$ cat src/rtl/ffw_pkg.sv
package ffw_pkg;
   // Width needed to index n items; never less than one bit.
   function automatic int unsigned bits_for(input int unsigned n);
      return (n > 1) ? $clog2(n) : 1;
   endfunction

   typedef enum logic [0:0] {
      ST_IDLE = 1'b0,
      ST_RUN  = 1'b1
   } ffw_state_e;
endpackage

$ cat src/rtl/ffw_dline.sv
// Decimated sample store: shifts in one complex word per load strobe.
module ffw_dline #(
   parameter int W     = 8,
   parameter int DEPTH = 32
) (
   input  logic                        clk,
   input  logic                        rst_n,
   input  logic                        ld,
   input  logic signed [W-1:0]         di,
   input  logic signed [W-1:0]         dq,
   output logic [DEPTH-1:0][W-1:0]     wi,
   output logic [DEPTH-1:0][W-1:0]     wq
);
   always_ff @(posedge clk or negedge rst_n) begin
      if (!rst_n) begin
         wi <= '0;
         wq <= '0;
      end else if (ld) begin
         for (int n = 0; n < DEPTH - 1; n++) begin
            wi[n] <= wi[n+1];
            wq[n] <= wq[n+1];
         end
         wi[DEPTH-1] <= di;
         wq[DEPTH-1] <= dq;
      end
   end
endmodule

$ cat src/rtl/ffw_corr.sv
// Sign-coefficient correlator over the shared store; grp picks the phase group.
module ffw_corr #(
   parameter int               W     = 8,
   parameter int               DEPTH = 32,
   parameter int               RED   = 4,
   parameter int               TAPS  = 128,
   parameter logic [TAPS-1:0]  COEF  = '0,
   parameter int               GRP_W = 2,
   parameter int               ACC_W = 14,
   parameter int               MAG_W = 14
) (
   input  logic [DEPTH-1:0][W-1:0] wi,
   input  logic [DEPTH-1:0][W-1:0] wq,
   input  logic [GRP_W-1:0]        grp,
   output logic [MAG_W-1:0]        mag
);
   logic [DEPTH-1:0]         neg;
   logic signed [ACC_W-1:0]  acc_i, acc_q;
   logic [ACC_W-1:0]         abs_i, abs_q;

   for (genvar n = 0; n < DEPTH; n++) begin : g_tap
      if (RED == 1) begin : g_full
         assign neg[n] = COEF[n];
      end else begin : g_rot
         localparam logic [RED-1:0] CG = COEF[RED*n +: RED];
         assign neg[n] = CG[grp];
      end
   end

   always_comb begin
      logic signed [ACC_W-1:0] ei, eq;
      acc_i = '0;
      acc_q = '0;
      for (int n = 0; n < DEPTH; n++) begin
         ei = {{(ACC_W-W){wi[n][W-1]}}, wi[n]};
         eq = {{(ACC_W-W){wq[n][W-1]}}, wq[n]};
         acc_i = neg[n] ? acc_i - ei : acc_i + ei;
         acc_q = neg[n] ? acc_q - eq : acc_q + eq;
      end
      abs_i = acc_i[ACC_W-1] ? ACC_W'(-acc_i) : ACC_W'(acc_i);
      abs_q = acc_q[ACC_W-1] ? ACC_W'(-acc_q) : ACC_W'(acc_q);
      mag   = MAG_W'(abs_i) + MAG_W'(abs_q);
   end
endmodule

$ cat src/rtl/ffw_peak.sv
// Running maximum over one window; strict compare keeps the earliest peak.
module ffw_peak #(
   parameter int WIN   = 165,
   parameter int IDX_W = 8,
   parameter int MAG_W = 14
) (
   input  logic             clk,
   input  logic             rst_n,
   input  logic             vld,
   input  logic [IDX_W-1:0] idx,
   input  logic [MAG_W-1:0] mag,
   output logic             bvld,
   output logic [IDX_W-1:0] bidx
);
   logic [MAG_W-1:0] best;
   logic [IDX_W-1:0] best_idx;
   logic             take;

   assign take = (idx == '0) || (mag > best);

   always_ff @(posedge clk or negedge rst_n) begin
      if (!rst_n) begin
         best     <= '0;
         best_idx <= '0;
         bvld     <= 1'b0;
         bidx     <= '0;
      end else begin
         bvld <= 1'b0;
         if (vld) begin
            if (take) begin
               best     <= mag;
               best_idx <= idx;
            end
            if (idx == IDX_W'(WIN - 1)) begin
               bvld <= 1'b1;
               bidx <= take ? idx : best_idx;
            end
         end
      end
   end
endmodule

$ cat src/rtl/ffw_matched_sync.sv
module ffw_matched_sync
   import ffw_pkg::*;
#(
   parameter int              W    = 8,
   parameter int              TAPS = 128,
   parameter int              RED  = 4,
   parameter int              WIN  = 165,
   parameter logic [TAPS-1:0] COEF = 128'hC3A5_96F0_1E2D_B478_5A69_0FF1_E3C7_8B4D,
   localparam int SUB   = TAPS / RED,
   localparam int GRP_W = bits_for(RED),
   localparam int ACC_W = W + $clog2(SUB) + 1,
   localparam int MAG_W = ACC_W,
   localparam int IDX_W = bits_for(WIN)
) (
   input  logic                clk,
   input  logic                rst_n,
   input  logic                start,
   input  logic                in_vld,
   input  logic signed [W-1:0] in_i,
   input  logic signed [W-1:0] in_q,
   output logic                corr_vld,
   output logic [IDX_W-1:0]    corr_idx,
   output logic [MAG_W-1:0]    corr_mag,
   output logic                bnd_vld,
   output logic [IDX_W-1:0]    bnd_idx
);
   localparam int CNT_W = $clog2(TAPS + WIN + 1);
   localparam int LAST  = TAPS + WIN - 1;

   if (W < 2) begin : g_bad_w
      $error("sample width must be at least 2");
   end
   if (RED < 1 || (RED & (RED - 1)) != 0) begin : g_bad_red
      $error("reduction factor must be a power of two");
   end
   if (TAPS % RED != 0 || SUB < 2) begin : g_bad_taps
      $error("tap count must be a multiple of the reduction factor");
   end
   if (WIN < 1) begin : g_bad_win
      $error("window must hold at least one offset");
   end

   ffw_state_e               st;
   logic [CNT_W-1:0]         cnt;
   logic                     take, cen, ld;
   logic [GRP_W-1:0]         grp;
   logic [SUB-1:0][W-1:0]    wi, wq;
   logic [MAG_W-1:0]         mag;

   assign take = (st == ST_RUN) && in_vld && !start;
   assign cen  = take && (cnt >= CNT_W'(TAPS));

   always_ff @(posedge clk or negedge rst_n) begin
      if (!rst_n) begin
         st  <= ST_IDLE;
         cnt <= '0;
      end else if (start) begin
         st  <= ST_RUN;
         cnt <= '0;
      end else if (take) begin
         cnt <= cnt + 1'b1;
         if (cnt == CNT_W'(LAST)) st <= ST_IDLE;
      end
   end

   if (RED == 1) begin : g_norot
      assign grp = '0;
      assign ld  = take;
   end else begin : g_rot
      logic [GRP_W-1:0] ph;
      assign ph  = cnt[GRP_W-1:0];
      assign grp = ~ph;
      assign ld  = take && (&ph);
   end

   ffw_dline #(.W(W), .DEPTH(SUB)) u_dline (
      .clk(clk), .rst_n(rst_n), .ld(ld),
      .di(in_i), .dq(in_q), .wi(wi), .wq(wq)
   );

   ffw_corr #(
      .W(W), .DEPTH(SUB), .RED(RED), .TAPS(TAPS), .COEF(COEF),
      .GRP_W(GRP_W), .ACC_W(ACC_W), .MAG_W(MAG_W)
   ) u_corr (
      .wi(wi), .wq(wq), .grp(grp), .mag(mag)
   );

   always_ff @(posedge clk or negedge rst_n) begin
      if (!rst_n) begin
         corr_vld <= 1'b0;
         corr_idx <= '0;
         corr_mag <= '0;
      end else begin
         corr_vld <= cen;
         if (cen) begin
            corr_idx <= IDX_W'(cnt - CNT_W'(TAPS));
            corr_mag <= mag;
         end
      end
   end

   ffw_peak #(.WIN(WIN), .IDX_W(IDX_W), .MAG_W(MAG_W)) u_peak (
      .clk(clk), .rst_n(rst_n), .vld(corr_vld), .idx(corr_idx),
      .mag(corr_mag), .bvld(bnd_vld), .bidx(bnd_idx)
   );
endmodule

$ cat config.mk
export PLATFORM = sky130hd
export DESIGN_NAME = ffw_matched_sync
export DESIGN_NICKNAME = d
export VERILOG_FILES = /design/src/rtl/ffw_pkg.sv /design/src/rtl/ffw_dline.sv /design/src/rtl/ffw_corr.sv /design/src/rtl/ffw_peak.sv /design/src/rtl/ffw_matched_sync.sv
export SDC_FILE = /design/constraint.sdc
export NUM_CORES = 2
export LEC_CHECK = 0
export BUFFER_PORTS_ARGS = -buffer_cell sky130_fd_sc_hd__clkbuf_2
export CAP_MARGIN = 20
export CORE_ASPECT_RATIO = 1.4
export CORE_UTILIZATION = 42
export DETAILED_ROUTE_END_ITERATION = 16
export GPL_ROUTABILITY_DRIVEN = 0
export HOLD_SLACK_MARGIN = 0.06
export MAX_ROUTING_LAYER = met4
export SLEW_MARGIN = 0
export SYNTH_ARGS = -nofsm -noshare
export SYNTH_HDL_FRONTEND = slang
export SYNTH_SLANG_ARGS = --single-unit
$ cat constraint.sdc
create_clock -name clk -period 63.5 [get_ports clk]
set_clock_uncertainty 0.2 [all_clocks]
set_input_delay 3.175 -clock clk [delete_from_list [all_inputs] [get_ports clk]]
set_output_delay 3.175 -clock clk [all_outputs]
set_load 0.03 [all_outputs]
==> metrics.cfg <==
[global_route]
antenna_found_initial=2
grt_max_degree=208
grt_remaining_overflow=0
grt_pass1_vias=53553
grt_pass1_wl_um=275000
track_usage_pct=22.3

[die]
die_area_um2=157000
coreArea_um2=154000
initial_core_util_pct=42.4
die_w_um=335
die_h_um=468
io_pins=52
rows=170

[min_path]
hold-path-endpoint=u_dline.wq[77]
worstHoldPathCells=2
min_from=u_dline.wq[77]
hp-class=reg -> reg

[setup_path]
worstSetupEndpointType=flip-flop
cp_common_cell=ha_1
rrSetupSlack_ns=34.80
cp_max_fo=25
critical_path_class=reg -> reg
cp-start-kind=flip-flop
crit_slowest_cell=o41ai_1
cp_data_required_time_ns=63.90
worstReg2RegEnd=corr_mag[13]
r2r.worst_path.cells=113
cpPeakStageDelay_ns=0.91
arrival_ns=29.09
reg2reg_from=cnt[1]

[timing]
grt_setup_unrepaired=false
clock.fmax_ghz=0.0348
finalMaxSlewViolations=0
hold_violations=0
fin_crit_sh_pct=45.2
fin_tns_setup_ns=0
setup_viol=0
period_needed_ns=28.70
worstMarginPinSlew_ns=1.09
relSlewSlack_pct=27.6

[route]
num_vias=52582
initialDrtViolationCount=2183
drc=0
routed_wl_um=169000
dr.pass1.iters=5
drtAntennaViolNets=0
vias_per_cell=5.44
wl_per_cell_um=17.5

[place]
placed_cells=9541
io_buffers=51
dp_hpwl_um=133000
dpl-instance-area_um2=67500

[clock_tree]
holdBufCountCts=0
cts-buffers-inserted=68
cts_sinks=576
clk_pin_slew_ns=0.06
worstSkewPairLatency_ns=0.70
cts_max_path_buffers=3
cts_tree=built
cts_root_buffer=clkbuf_16
h-tree-depth=3
post_cts_resize_count=0
postCtsSetupRepairBufs=0

[synth]
avgSynthCellArea_um2=8.57
syn_area_um2=65100
synth_seq_cells=576
synth_edf_count=0
seq_area_frac_synth_pct=22.1
synthArstFlopShare_pct=100
synth_flop_cell=dfrtp_1
synth_fp_nets=8577
syn_inst=7594
yosys_warnings=0
ys_types=84

[finish]
drive_gt1_share_pct=8.80
nFillCells=15116
utilization_pct=45.5
layout.cells.non_filler=9663
area_delta_synth_final_pct=7.32
finish.instance_area_um2=69900
nets=8530

[status]
outcome=completed

[job]
max-cap-violations=0

## stage by stage
step                      worst slack (ns)  hold slack (ns)
after floorplan                      37.25            0.250
after global placement               35.05            0.263
after detailed placement             34.97            0.271
after CTS                            34.80            0.284
after global routing                 32.64            0.307
final                                34.80            0.278
## worst max-delay path by stage
stage / startpoint / end / slack [ns] / cells past startpoint
2_1_floorplan: cnt[1] / corr_mag[13] / 37.25 / 90
3_3_place_gp: cnt[1] / corr_mag[13] / 35.05 / 119
3_5_place_dp: cnt[1] / corr_mag[13] / 34.97 / 116
4_1_cts: cnt[1] / corr_mag[13] / 34.80 / 116
5_1_grt: cnt[1] / corr_mag[13] / 32.64 / 118
6_report: cnt[1] / corr_mag[13] / 34.80 / 113
## sequential cells by signal (all words and copies together), names as in the netlist
signal,count
u_peak.bvld,1
corr_vld,1
u_peak.best_idx,8
u_peak.bidx,8
st,1
cnt,9
u_peak.best,14
u_dline.wq,256
corr_mag,14
corr_idx,8
u_dline.wi,256
## Yosys cell counts (all sizes together) (13+ instances only)
master	count	area share, %
a211oi	26	0.30
a21boi	24	0.28
a21o	174	2.0
a21oi	731	5.6
a31o	14	0.19
a31oi	58	0.56
a41o	13	0.20
and3	18	0.17
buf	32	0.19
clkbuf	171	0.99
dfrtp	576	22
fa	63	1.9
ha	900	17
inv	577	3.3
mux2	395	6.8
mux2i	72	1.1
nand2	519	3.0
nand2b	72	0.69
nand3	41	0.32
nor2	564	3.3
nor2b	95	0.91
nor3	208	1.6
nor4	57	0.57
o211ai	23	0.27
o21a	79	0.91
o21ai	443	3.4
o21bai	235	2.7
o31a	14	0.19
o31ai	38	0.44
o41ai	34	0.57
or2	23	0.22
or3	30	0.30
or4	24	0.29
xnor2	757	10
xnor3	20	0.69
xor2	352	4.7
## cells by family after synthesis
family	after synthesis	synth area share, %
buffers and inverters	781	4.51
adders and majority gates	963	19.2
AOI/OAI and AO/OA	1972	18.6
xor gates and xnor gates	1130	15.6
muxes	467	7.94
DFF	576	22.1
and+or+nand+nor	1705	12.0
## worst max-delay path: cells and delay by family, from the launching register on
kind                     cells  cell delay, ns
buffers and inverters        4            1.33
adder cells (fa/ha/maj)     32           10.88
XOR/XNOR                    27            6.01
AO/OA/AOI/OAI               32            6.77
flip-flops                   1            0.62
AND/OR/NAND/NOR             18            2.77
## layout by cell type (no fill, tap or decap), types with 19 or more instances in the layout
cell       netlist  routed
a31oi_1         58      58
dfrtp_1        576     574
o21bai_1       235     235
nor2b_1         95      95
nand2_1        519     518
a21o_1         174     174
o41ai_1         27      27
nand2b_1        72      72
nor4_1          56      56
nor3_1         208     208
inv_1          577     577
a21oi_1        731     731
o21ai_0        441     441
o21a_1          79      79
mux2_2         395     395
ha_1           900     894
or3_1           28      28
mux2i_1         72      72
or4_1           22      22
a21boi_0        24      24
clkbuf_16        0      71
nor2_1         564     564
a211oi_1        26      26
o31ai_1         38      38
xnor3_1         19      19
buf_4            0      33
xor2_1         352     352
fa_1            63      63
or2_2           21      21
nand3_1         41      41
clkbuf_2         0      50
o211ai_1        23      23
xnor2_1        757     757
## cell type report
cell class	count	area, um^2	area share (%)
clock buffer	88	1940	2.78
inverter	578	2170	3.11
antenna	1	2.50	0.00358
tap	2064	2580	3.70
sequential	576	14400	20.6
timing repair buffer	86	553	0.791
clock inverter	33	408	0.584
multi-input combinational	6237	47800	68.4
## routing by layer
layer,wire length [um],track usage [%],up-vias
met4,8000,10.2,0
met1,70800,24.5,25064
met5,0,-,-
li1,-,-,26529
met2,86100,40.2,646
met3,4240,2.14,343
Power is not shown: default switching activity piles up to over one toggle a cycle in this logic, so the estimate is an artifact.
